### config.mk
export PLATFORM = sky130hd
export DESIGN_NAME = frame_mode_ctrl
export DESIGN_NICKNAME = d
export VERILOG_FILES = /design/src/rtl/fmc_pkg.sv /design/src/rtl/fmc_pkt_decode.sv /design/src/rtl/fmc_sat_cnt.sv /design/src/rtl/frame_mode_ctrl.sv
export SDC_FILE = /design/constraint.sdc
export NUM_CORES = 1
export LEC_CHECK = 0
export ABC_AREA = 1
export BUFFER_PORTS_ARGS = -buffer_cell sky130_fd_sc_hd__buf_2
export CAP_MARGIN = 20
export CORE_MARGIN = 10
export CORE_UTILIZATION = 28
export DETAILED_ROUTE_END_ITERATION = 16
export GPL_TIMING_DRIVEN = 1
export SYNTH_ARGS = -nofsm -noshare
export SYNTH_HDL_FRONTEND = slang
export SYNTH_SLANG_ARGS = --single-unit
### constraint.sdc
create_clock -name clk -period 2.45 [get_ports clk]
set_input_delay 0.49 -clock clk [delete_from_list [all_inputs] [get_ports clk]]
set_output_delay 0.49 -clock clk [all_outputs]
set_load 0.01 [all_outputs]
### src/rtl/fmc_pkg.sv
package fmc_pkg;
    localparam int PKT_W    = 32;
    localparam int MAP_W    = 16;
    localparam logic [7:0] CTRL_ID = 8'h03;
    localparam int ID_LSB   = 24;
    localparam int DECA_BIT = 23;
    localparam int FORCE_BIT = 22;

    typedef struct packed {
        logic             hit;
        logic             dec_all;
        logic             force_v;
        logic [MAP_W-1:0] dec_map;
    } fmc_cmd_t;
endpackage

### src/rtl/fmc_pkt_decode.sv
module fmc_pkt_decode
    import fmc_pkg::*;
(
    input  logic             pkt_valid,
    input  logic [PKT_W-1:0] pkt_data,
    output fmc_cmd_t         cmd
);
    always_comb begin
        cmd         = '0;
        cmd.hit     = pkt_valid && (pkt_data[PKT_W-1:ID_LSB] == CTRL_ID);
        if (cmd.hit) begin
            cmd.dec_all = pkt_data[DECA_BIT];
            cmd.force_v = pkt_data[FORCE_BIT];
            cmd.dec_map = pkt_data[MAP_W-1:0];
        end
    end
endmodule

### src/rtl/fmc_sat_cnt.sv
module fmc_sat_cnt #(
    parameter int W = 7
) (
    input  logic         clk,
    input  logic         rst_n,
    input  logic         clr,
    input  logic         inc,
    input  logic         dec,
    output logic [W-1:0] cnt,
    output logic         nz
);
    localparam logic [W-1:0] CMAX = {W{1'b1}};

    typedef struct packed {
        logic [W-1:0] cnt;
    } cnt_st_t;

    cnt_st_t st_d, st_q;

    always_comb begin
        st_d = st_q;
        if (clr) begin
            st_d.cnt = '0;
        end else if (inc && !dec) begin
            if (st_q.cnt != CMAX) st_d.cnt = st_q.cnt + 1'b1;
        end else if (dec && !inc) begin
            if (st_q.cnt != '0) st_d.cnt = st_q.cnt - 1'b1;
        end
    end

    always_ff @(posedge clk or negedge rst_n) begin
        if (!rst_n) st_q <= '0;
        else        st_q <= st_d;
    end

    assign cnt = st_q.cnt;
    assign nz  = (st_q.cnt != '0);

    AST_INC_STEP: assert property (@(posedge clk) disable iff (!rst_n)
        (!clr && inc && !dec && cnt != CMAX) |=> (cnt == $past(cnt) + 1'b1));
    AST_NO_OVERFLOW: assert property (@(posedge clk) disable iff (!rst_n)
        (!clr && inc && !dec && cnt == CMAX) |=> (cnt == CMAX));
    AST_NO_UNDERFLOW: assert property (@(posedge clk) disable iff (!rst_n)
        (!clr && dec && !inc && cnt == '0) |=> (cnt == '0));
    AST_BOTH_HOLD: assert property (@(posedge clk) disable iff (!rst_n)
        (!clr && inc && dec) |=> $stable(cnt));
    AST_OFF_CLEAR: assert property (@(posedge clk) disable iff (!rst_n)
        clr |=> !nz);
endmodule

### src/rtl/frame_mode_ctrl.sv
module frame_mode_ctrl
    import fmc_pkg::*;
#(
    parameter int N_TADDR = 16,
    parameter int CNT_W   = 7
) (
    input  logic               clk,
    input  logic               rst_n,
    input  logic               dec_off,
    input  logic [N_TADDR-1:0] inc_taddr,
    input  logic               inc_all,
    input  logic               pkt_valid,
    input  logic [PKT_W-1:0]   pkt_data,
    output logic [N_TADDR-1:0] taddr_en,
    output logic               all_frame
);
    typedef struct packed {
        logic force_on;
    } mode_st_t;

    fmc_cmd_t     cmd;
    mode_st_t     st_d, st_q;
    logic         all_nz;
    logic [CNT_W-1:0] all_cnt;
    logic [CNT_W-1:0] ta_cnt [N_TADDR];

    fmc_pkt_decode u_dec (
        .pkt_valid (pkt_valid),
        .pkt_data  (pkt_data),
        .cmd       (cmd)
    );

    for (genvar gi = 0; gi < N_TADDR; gi++) begin : g_ta
        fmc_sat_cnt #(.W(CNT_W)) u_cnt (
            .clk   (clk),
            .rst_n (rst_n),
            .clr   (dec_off),
            .inc   (inc_taddr[gi]),
            .dec   (cmd.dec_map[gi]),
            .cnt   (ta_cnt[gi]),
            .nz    (taddr_en[gi])
        );
    end

    fmc_sat_cnt #(.W(CNT_W)) u_all_cnt (
        .clk   (clk),
        .rst_n (rst_n),
        .clr   (dec_off),
        .inc   (inc_all),
        .dec   (cmd.dec_all),
        .cnt   (all_cnt),
        .nz    (all_nz)
    );

    always_comb begin
        st_d = st_q;
        if (dec_off)      st_d.force_on = 1'b0;
        else if (cmd.hit) st_d.force_on = cmd.force_v;
    end

    always_ff @(posedge clk or negedge rst_n) begin
        if (!rst_n) st_q <= '0;
        else        st_q <= st_d;
    end

    assign all_frame = st_q.force_on || all_nz || (|taddr_en);

    AST_FOREIGN_ID: assert property (@(posedge clk) disable iff (!rst_n)
        (!dec_off && pkt_valid && pkt_data[PKT_W-1:ID_LSB] != CTRL_ID)
        |=> $stable(st_q.force_on));
    AST_FORCE_LOAD: assert property (@(posedge clk) disable iff (!rst_n)
        (!dec_off && pkt_valid && pkt_data[PKT_W-1:ID_LSB] == CTRL_ID)
        |=> (st_q.force_on == $past(pkt_data[FORCE_BIT])));
    AST_MODE_FLAG: assert property (@(posedge clk) disable iff (!rst_n)
        st_q.force_on |-> all_frame);
    AST_OFF_FLAG: assert property (@(posedge clk) disable iff (!rst_n)
        dec_off |=> (!all_frame && taddr_en == '0));
    AST_ALL_DEC: assert property (@(posedge clk) disable iff (!rst_n)
        (!dec_off && !inc_all && cmd.dec_all && all_cnt != '0)
        |=> (all_cnt == $past(all_cnt) - 1'b1));
    AST_MAP_DEC: assert property (@(posedge clk) disable iff (!rst_n)
        (!dec_off && !inc_taddr[0] && cmd.dec_map[0] && ta_cnt[0] != '0)
        |=> (ta_cnt[0] == $past(ta_cnt[0]) - 1'b1));
endmodule

==> results of run 1 <==
state kept, by name, indices dropped and copies added (netlist names):
| register | flops |
|---|---|
| g_ta.u_cnt.cnt | 112 |
| st_q | 1 |
| u_all_cnt.cnt | 7 |
cell usage after synthesis, types with 2 or more instances:
cell type / number / area (sq um)
nand2_1: 332 / 1250
inv_1: 210 / 788
nand3_1: 179 / 896
nor2_1: 163 / 612
dfrtp_1: 120 / 3000
ha_1: 102 / 1280
a21oi_1: 81 / 405
nand4_1: 51 / 319
o21ai_0: 51 / 255
xnor2_1: 49 / 429
nand2_2: 43 / 269
nor3_1: 20 / 100
o21ai_1: 20 / 100
a31oi_1: 19 / 119
xor2_1: 19 / 166
fa_1: 17 / 340
buf_4: 16 / 120
clkbuf_1: 15 / 56.3
o31ai_1: 15 / 113
nand2_4: 14 / 158
inv_2: 12 / 45.0
nand3_4: 10 / 175
a21o_1: 8 / 60.1
buf_1: 3 / 11.3
clkinv_1: 3 / 11.3
nor2_2: 3 / 18.8
buf_2: 2 / 10.0
path summary, 6_finish.rpt:
path,endpoint,slack (ns)
max in group asynchronous,g_ta[11].u_cnt.cnt[2],1.30
setup reg to reg,g_ta[0].u_cnt.cnt[1],0.58
min in group asynchronous,g_ta[4].u_cnt.cnt[6],0.56
setup / recovery,all_frame,-0.09
hold reg to reg,st_q,0.57
hold / removal,st_q,0.35
power groups by stage:
| stage | registers (W) | clock network, W | logic [W] |
|---|---|---|---|
| after floorplan | 0.00280 | 0 | 0.00355 |
| after global placement | 0.00296 | 0 | 0.00495 |
| after detailed placement | 0.00296 | 0 | 0.00503 |
| after CTS | 0.00293 | 0.00270 | 0.00519 |
| after global routing | 0.00300 | 0.00277 | 0.00597 |
| final | 0.00294 | 0.00263 | 0.00521 |
final cells by class:
type                    instances  area share [%]
clock buffers                  18            3.11
inverters                     225            5.99
clock inverters                14            1.23
flip-flops and latches        120            21.3
repair buffers                242            13.1
multi-input cells            1201            50.7
well taps                     525            4.65
repair_timing:
item                       4_1_cts  5_1_grt
gates resized for setup         23        4
hold buffers                     1        0
setup endpoints to repair        1        6
pin swaps                        7        6
buffers inserted                15        4
hold endpoints to repair         8        0
logic make-up (layout without fill, tap and decap cells):
family / count (synthesis) / in the layout
adders and majority gates: 119 / 119
and+or+nand+nor: 819 / 819
buffers and inverters: 263 / 499
xor gates and xnor gates: 68 / 68
AOI/OAI and AO/OA: 195 / 195
DFF: 120 / 120
critical path: stages (launching register included):
cell and delay [ns]:
dfrtp_1 0.42, nor2_2 0.11, nand2_1 0.07, nor2_2 0.17
inv_2 0.07, nor2_4 0.10, nand4_1 0.17, nor2_1 0.16
buf_4 0.14, nand3_2 0.06, buf_6 0.13
stage by stage:
| step | hold WS, ns | setup WS, ns | power (W) | instances |
|---|---|---|---|---|
| 2_1_floorplan | 0.194 | 0.0214 | 0.00635 | 1584 |
| 3_3_place_gp | 0.457 | -0.265 | 0.00791 | 2293 |
| 3_5_place_dp | 0.460 | -0.308 | 0.00799 | 2293 |
| 4_1_cts | 0.349 | -0.116 | 0.0108 | 2341 |
| 5_1_grt | 0.364 | -0.227 | 0.0117 | 2345 |
| 6_report | 0.353 | -0.0892 | 0.0108 | 2345 |
layer usage:
layer / up-vias / GRT usage, % / part of all wire, %
met5: - / 0 / 0.26
met4: 12 / 3.10 / 0.95
met3: 32 / 2.07 / 3.1
met2: 145 / 21.3 / 48
met1: 5034 / 15.9 / 48
li1: 5648 / - / -
==> summary.txt, run 1 <==
STA
  • Worst rel slew slack: 70.2%
  • Clk_skew: 0.00721 ns
  • Final Critical Period: 2.54 ns
  • Final Hold Vio Count: 0
  • Max Slew Vio Count: 0
  • Final Worst Setup Slack: -0.0892 ns
  • Fmax: 394 MHz
  • RSZ-0062 raised after global routing: true
  • Final period util: 104%
  • Setup Viol. Count Final: 1
  • Post-route setup TNS: -0.0892 ns
  • Worst Tran Pin Value: 0.447 ns

Cells and area
  • Filler cells: 4171
  • Share of layout cells above drive strength 1: 21.0%
  • Commonest non-fill, non-tap cell in the layout: nand2_1
  • Register Area: 3010 sq um
  • Most frequent cells in the layout: 332 x nand2_1, 200 x inv_1, 178 x nand3_1
  • Fin util: 35.6%
  • Area Overhead vs Synth: 26.2%
  • Antenna cells: 0
  • Multi-input gate area: 7160 sq um
  • Final instance area: 14100 sq um
  • Final #Nets: 1979

Worst setup path
  • Crit end category: output port
  • Worst Setup Start Kind: register
  • Worst Path Max Fanout: 4
  • Worst path arrival time: 2.05 ns
  • CP startpoint: g_ta[11].u_cnt.cnt[5]
  • Critical path class: reg2out
  • Data required time of the worst path: 1.96 ns
  • FF-to-FF path depth: 15
  • Worst reg2reg startpoint: g_ta[0].u_cnt.cnt[0]

GRT
  • Initial antenna violation count: 6
  • Largest net degree at the start of global routing: 73
  • Grt ovf: 0
  • Total GRT Usage: 12.4%
  • Vias in the first global route: 10.5k
  • First-pass GRT wire length: 50.0 mm

Power and ir drop
  • Sequential share of power: 27.3%
  • Power Density: 762 nW/um^2
  • P_sw: 0.00428 W
  • Maximum vdd drop: 0.000404 V
  • Clock Power Share: 24.4%
  • Combinational power share: 48.3%
  • Pleak: 7.38 nW
  • P_int: 0.00649 W
  • Net Sw Frac: 39.7%

Detailed routing
  • Routed Wire Length: 29.5 mm
  • Vias: 10.9k
  • Wire length per cell: 12.6 um
  • Drt drc: 0
  • 1st-iter DRT viols: 493
  • Antenna-violating nets left: 0
  • Vias per cell: 4.64
  • Initial DRT Pass Iterations: 6

Placement
  • Post-DP HPWL: 22.9 mm
  • Port Buf Inserts: 63
  • Post-DP Area: 13300 sq um
  • Routability cong.: 0.879

Floorplan
  • Ports: 70
  • Die area: 48400 sq um
  • Die height: 220 um
  • Placement row count: 73
  • CORE AREA: 39600 sq um
  • Starting Density: 28.2%
  • Die width: 220 um

Min path
  • Hold Path Cell Cnt: 3
  • Hold Crit Start: pkt_data[22]
  • Min-Delay Path Class: in2reg

Clock network
  • Clk slew on worst S/H paths: 0.06 ns
  • Inserted Clock Buffers: 17
  • CTS root buffer: clkbuf_16
  • Worst-case clock buffer depth: 2
  • Clk_lat worst skew: 0.43 ns
  • H-tree lvl count: 4
  • CTS tree: built
  • Clock Sinks: 120

Synth
  • #FFs+latches synth: 120
  • Post-synthesis mux area share: 0%
  • Ys async rst share: 100%
  • Post-Synth Adder-Cell Area: 14.4%
  • Compound-cell area share of the yosys netlist: 9.48%
  • Cell count after synthesis: 1584
  • Most used DFF post-synth: dfrtp_1
  • Simple-gate share of the synthesized area: 34.3%
  • Synth unique cells: 34
  • Mean area per synthesized cell: 7.07 sq um
  • Post-synthesis sequential area ratio: 26.8%
  • Synth Area in XOR/XNOR: 5.32%
  • Synthesized area: 11200 sq um
  • Largest family of logic cells by synthesized area: simple AND/OR/NAND/NOR gates
  • Yosys warning count: 0
  • Post-synth EDFFs: 0
  • Post-Syn Nets: 1756

Status
  • Failing checks: setup timing
  • Outcome: finished, violations left

Run
  • Max-cap viol count: 0
(Power assumes the default switching activity.)
==> inputs of run 2 (changes only) <==
Settings changed: CORE_ASPECT_RATIO set to 1.25.
==> summary.txt, run 2 (synthesized netlist as in run 1, its figures left out) <==
Worst setup path
  • Data required time of the worst path: 1.96 ns
  • Worst Setup Start Kind: register
  • CP startpoint: g_ta[6].u_cnt.cnt[0]
  • Most frequent CP cell: nor2_2
  • Cell Chain, Critical Path: inv_2 -> nand3_1 -> nor2_2 -> inv_1 -> nor2_2 -> nand4_1 -> nor2_1 -> buf_4 -> nand3_2 -> buf_6
  • Worst Path Max Fanout: 3
  • Worst reg2reg startpoint: g_ta[13].u_cnt.cnt[0]
  • Critical path class: reg2out
  • Slowest-stage cell, CP: dfrtp_2
  • Crit end category: output port
  • CP max stage delay: 0.41 ns
  • FF-to-FF path depth: 7
  • Worst path arrival time: 2.07 ns

Detailed routing
  • Antenna-violating nets left: 0
  • Initial DRT Pass Iterations: 5
  • Vias: 10.9k
  • Vias per cell: 4.69
  • Routed Wire Length: 29.2 mm
  • Wire length per cell: 12.6 um
  • Drt drc: 0
  • 1st-iter DRT viols: 634

Cells and area
  • Fin util: 35.5%
  • Multi-input gate area: 7160 sq um
  • Commonest non-fill, non-tap cell in the layout: nand2_1
  • Final Non-Filler Cells: 2315
  • Share of layout cells above drive strength 1: 20.8%
  • Most frequent cells in the layout: 332 x nand2_1, 197 x inv_1, 177 x nand3_1
  • Area Overhead vs Synth: 24.8%
  • Filler cells: 4141
  • Register Area: 3010 sq um
  • Largest register FFs: 112
  • Final #Nets: 1977

Floorplan
  • Starting Density: 28.5%
  • Die width: 199 um
  • Placement row count: 81
  • Die area: 48400 sq um
  • Ports: 70
  • CORE AREA: 39300 sq um
  • Die height: 244 um

GRT
  • Met3 Usage GRT: 2.30%
  • First-pass GRT wire length: 50.1 mm
  • Most used routing layer: met2
  • Met2 Track Usage GR: 22.3%
  • Initial antenna violation count: 4
  • Total GRT Usage: 12.5%
  • Largest net degree at the start of global routing: 66
  • Grt ovf: 0
  • M1 GR Usage: 14.3%
  • Vias in the first global route: 10.7k

Power and ir drop
  • Tot Pwr: 0.0103 W
  • Pleak: 7.33 nW
  • Power Density: 739 nW/um^2
  • Maximum vdd drop: 0.000493 V

STA
  • Hold WS: 0.0218 ns
  • Final period util: 104%
  • Max Slew Vio Count: 0
  • Final Critical Period: 2.56 ns
  • Final Worst Setup Slack: -0.109 ns
  • Final Hold Vio Count: 0
  • Worst rel slew slack: 58.1%
  • Clk_skew: 0.00796 ns
  • RSZ-0062 raised after global routing: true
  • Setup Viol. Count Final: 1
  • Fmax: 391 MHz
  • Worst Tran Pin Value: 0.629 ns

Min path
  • Min-Delay Path Class: in2async

Status
  • Outcome: finished, violations left
  • Failing checks: setup timing

Run
  • Max-cap viol count: 0

Placement
  • Routability cong.: 0.866
  • Dpl cells: 2269
  • Post-DP HPWL: 22.7 mm
  • Port Buf Inserts: 63

Clock network
  • CTS root buffer: clkbuf_16
  • Clock Sinks: 120
  • CTS tree: built
  • Clk_lat worst skew: 0.43 ns
  • Inserted Clock Buffers: 17
  • Clk slew on worst S/H paths: 0.05 ns
  • H-tree lvl count: 4
  • Worst-case clock buffer depth: 2
-- run 2: cell count changes in the layout (fill, tap and decap cells not counted), sizes merged, moves of 2 or more --
cell and change:
bufinv -3, clkinvlp -4, clkinv -2, clkbuf +8
-- run 2: what timing repair did --
action	in CTS	in global routing
cloned	0	0
hold buffers	0	0
endpoints found under the setup margin	1	5
resized for setup	22	9
buffers inserted	11	4
pin swaps	8	7
-- run 2: path summary, 6_finish.rpt --
check | to | slack (ns)
min reg2reg | u_all_cnt.cnt[6] | 0.54
min | g_ta[1].u_cnt.cnt[4] | 0.02
max in group asynchronous | g_ta[8].u_cnt.cnt[2] | 1.78
min in group clk | st_q | 0.34
max reg2reg | g_ta[13].u_cnt.cnt[4] | 0.64
max | all_frame | -0.11
-- run 2: final cells by class --
type | count | share of cell area (%)
Antenna cell | 1 | 0.0179
Clock buffer | 26 | 3.50
Clock inverter | 4 | 0.143
Inverter | 225 | 6.06
Multi-Input combinational cell | 1201 | 51.3
Sequential cell | 120 | 21.5
Tap cell | 498 | 4.46
Timing Repair Buffer | 240 | 13.0
-- run 2: stage by stage --
| stage | setup slack, ns | instance area [sq um] | setup TNS, ns |
|---|---|---|---|
| 6_report | -0.109 | 14000 | -0.109 |
| 5_1_grt | -0.205 | 14000 | -0.205 |
| 4_1_cts | -0.177 | 13900 | -0.177 |
| 3_5_place_dp | -0.261 | 13300 | -8.45 |
| 3_3_place_gp | -0.204 | 13300 | -6.59 |
| 2_1_floorplan | 0.0214 | 11200 | 0 |
-- run 2: report_power, final --
part           total [W]  internal (W)  switching (W)
clock network    0.00223       0.00135       0.000882
logic            0.00517       0.00240        0.00277
registers        0.00292       0.00243       0.000497
-- run 2: metal layers --
metal / wire length [um] / vias up
met3: 912 / 42
li1: - / 5638
met1: 12700 / 5024
met2: 14900 / 148
met5: 41 / -
met4: 620 / 6
-- run 2: worst max-delay path: cells and delay by family, from the launching register on --
family / cells / cell delay (ns)
buf+inv: 4 / 0.47
flops: 1 / 0.41
simple gates: 6 / 0.76
==> inputs of run 3 (changes only) <==
Settings changed: SETUP_SLACK_MARGIN set to 0.02.
==> summary.txt, run 3 (synthesized netlist as in run 1, its figures left out) <==
Min path
  • Min-Delay Path Class: in2async

Clock network
  • Worst-case clock buffer depth: 2
  • Hold buffers post-CTS: 0
  • CTS root buffer: clkbuf_16
  • Clock Sinks: 120
  • CTS tree: built
  • H-tree lvl count: 4
  • Inserted Clock Buffers: 17
  • Clk slew on worst S/H paths: 0.05 ns
  • Clk_lat worst skew: 0.43 ns

Floorplan
  • Placement row count: 81
  • Ports: 70
  • Die area: 48400 sq um
  • Die width: 199 um
  • Die height: 244 um
  • CORE AREA: 39300 sq um
  • Starting Density: 28.5%

STA
  • RSZ-0062 raised after global routing: true
  • Post-route setup TNS: -0.103 ns
  • Max Slew Vio Count: 0
  • Final period util: 104%
  • Final Critical Period: 2.55 ns
  • Worst Tran Pin Value: 0.629 ns
  • Final Worst Setup Slack: -0.103 ns
  • Worst rel slew slack: 58.1%
  • Clk_skew: 0.00751 ns
  • Hold WS: 0.0218 ns
  • Setup Viol. Count Final: 1
  • Final Hold Vio Count: 0
  • Fmax: 392 MHz

Detailed routing
  • Initial DRT Pass Iterations: 5
  • Drt drc: 0
  • Vias: 10.9k
  • Antenna-violating nets left: 0
  • Routed Wire Length: 29.1 mm
  • Vias per cell: 4.69
  • 1st-iter DRT viols: 635
  • Wire length per cell: 12.6 um

Cells and area
  • Final Non-Filler Cells: 2315
  • Most frequent cells in the layout: 332 x nand2_1, 197 x inv_1, 177 x nand3_1
  • Final #Nets: 1977
  • Share of layout cells above drive strength 1: 20.9%
  • Multi-input gate area: 7170 sq um
  • Register Area: 3010 sq um
  • Largest register FFs: 112
  • Area Overhead vs Synth: 24.9%
  • Filler cells: 4137
  • Commonest non-fill, non-tap cell in the layout: nand2_1

Worst setup path
  • Worst reg2reg startpoint: g_ta[13].u_cnt.cnt[0]
  • Worst path arrival time: 2.06 ns
  • Crit end category: output port
  • FF-to-FF path depth: 7
  • Worst Path Max Fanout: 3
  • Critical path class: reg2out
  • Worst Setup Start Kind: register
  • R2r endpoint: g_ta[13].u_cnt.cnt[4]
  • Data required time of the worst path: 1.96 ns
  • Flop2flop setup slack: 0.64 ns
  • Critical Path End: all_frame
  • CP startpoint: g_ta[6].u_cnt.cnt[0]

GRT
  • Grt ovf: 0
  • First-pass GRT wire length: 50.1 mm
  • Largest net degree at the start of global routing: 66
  • Vias in the first global route: 10.7k
  • Initial antenna violation count: 4
  • Total GRT Usage: 12.5%

Power and ir drop
  • Pleak: 7.34 nW
  • Maximum vdd drop: 0.000493 V
  • Power Density: 739 nW/um^2

Placement
  • Port Buf Inserts: 63
  • Post-DP HPWL: 22.7 mm
  • Dpl cells: 2269
  • Routability cong.: 0.866

Run
  • Max-cap viol count: 0

Status
  • Outcome: finished, violations left
  • Failing checks: setup timing
## run 3: cell counts in the layout (fill, tap and decap cells not counted)
Identical to the previous run, type by type.
## run 3: per-layer routing
metal	up-vias	wire length (um)	track usage (%)	part of all wire (%)
met4	6	604	4.56	2.1
met5	-	41	0	0.14
li1	5634	-	-	-
met3	40	858	2.30	2.9
met2	134	14900	22.3	51
met1	5043	12800	14.3	44
## run 3: cell type report
type / count / share of cell area (%)
Antenna cell: 1 / 0.0179
Clock buffer: 26 / 3.50
Clock inverter: 4 / 0.143
Inverter: 225 / 6.06
Multi-Input combinational cell: 1201 / 51.3
Sequential cell: 120 / 21.5
Tap cell: 498 / 4.46
Timing Repair Buffer: 240 / 13.0
## run 3: critical path, cell delays in order (launching register included)
cell and delay (ns):
dfrtp_2 0.41, inv_2 0.08, nand3_1 0.09, nor2_2 0.13, inv_1 0.10, nor2_2 0.11, nand4_1 0.20, nor2_1 0.16
buf_4 0.14, nand3_2 0.06, buf_6 0.14
## run 3: timing repair
action                                  in CTS  in global routing
endpoints found under the setup margin       1                  8
buffers inserted                            11                  4
pin swaps                                    8                  7
resized for setup                           22                 11
## run 3: worst min path at each step
stage | from | endpoint | slack [ns] | depth (start not counted)
global placement | rst_n | g_ta[1].u_cnt.cnt[5] | 0.53 | 1
detailed placement | u_all_cnt.cnt[6] | u_all_cnt.cnt[6] | 0.53 | 2
CTS | rst_n | g_ta[1].u_cnt.cnt[4] | 0.06 | 1
global route | rst_n | g_ta[1].u_cnt.cnt[4] | 0.07 | 1
finish | rst_n | g_ta[1].u_cnt.cnt[4] | 0.02 | 1
floorplan | rst_n | g_ta[0].u_cnt.cnt[0] | 0.19 | 0
## run 3: metrics by stage
| step | utilization [%] | instance area (sq um) | setup WS [ns] | power (W) |
|---|---|---|---|---|
| after global routing | 35.5 | 14000 | -0.205 | 0.0113 |
| after CTS | 35.4 | 13900 | -0.177 | 0.0104 |
| final | 35.5 | 14000 | -0.103 | 0.0103 |
| after floorplan | - | 11200 | 0.0214 | 0.00635 |
| after global placement | 33.8 | 13300 | -0.204 | 0.00789 |
| after detailed placement | 33.8 | 13300 | -0.261 | 0.00798 |
## run 3: power by group
| part | internal (W) | leakage (nW) | switching [W] |
|---|---|---|---|
| Clock | 0.00135 | 0.254 | 0.000880 |
| Sequential | 0.00243 | 1.56 | 0.000496 |
| Combinational | 0.00241 | 5.52 | 0.00277 |
| Total | 0.00618 | 7.34 | 0.00415 |
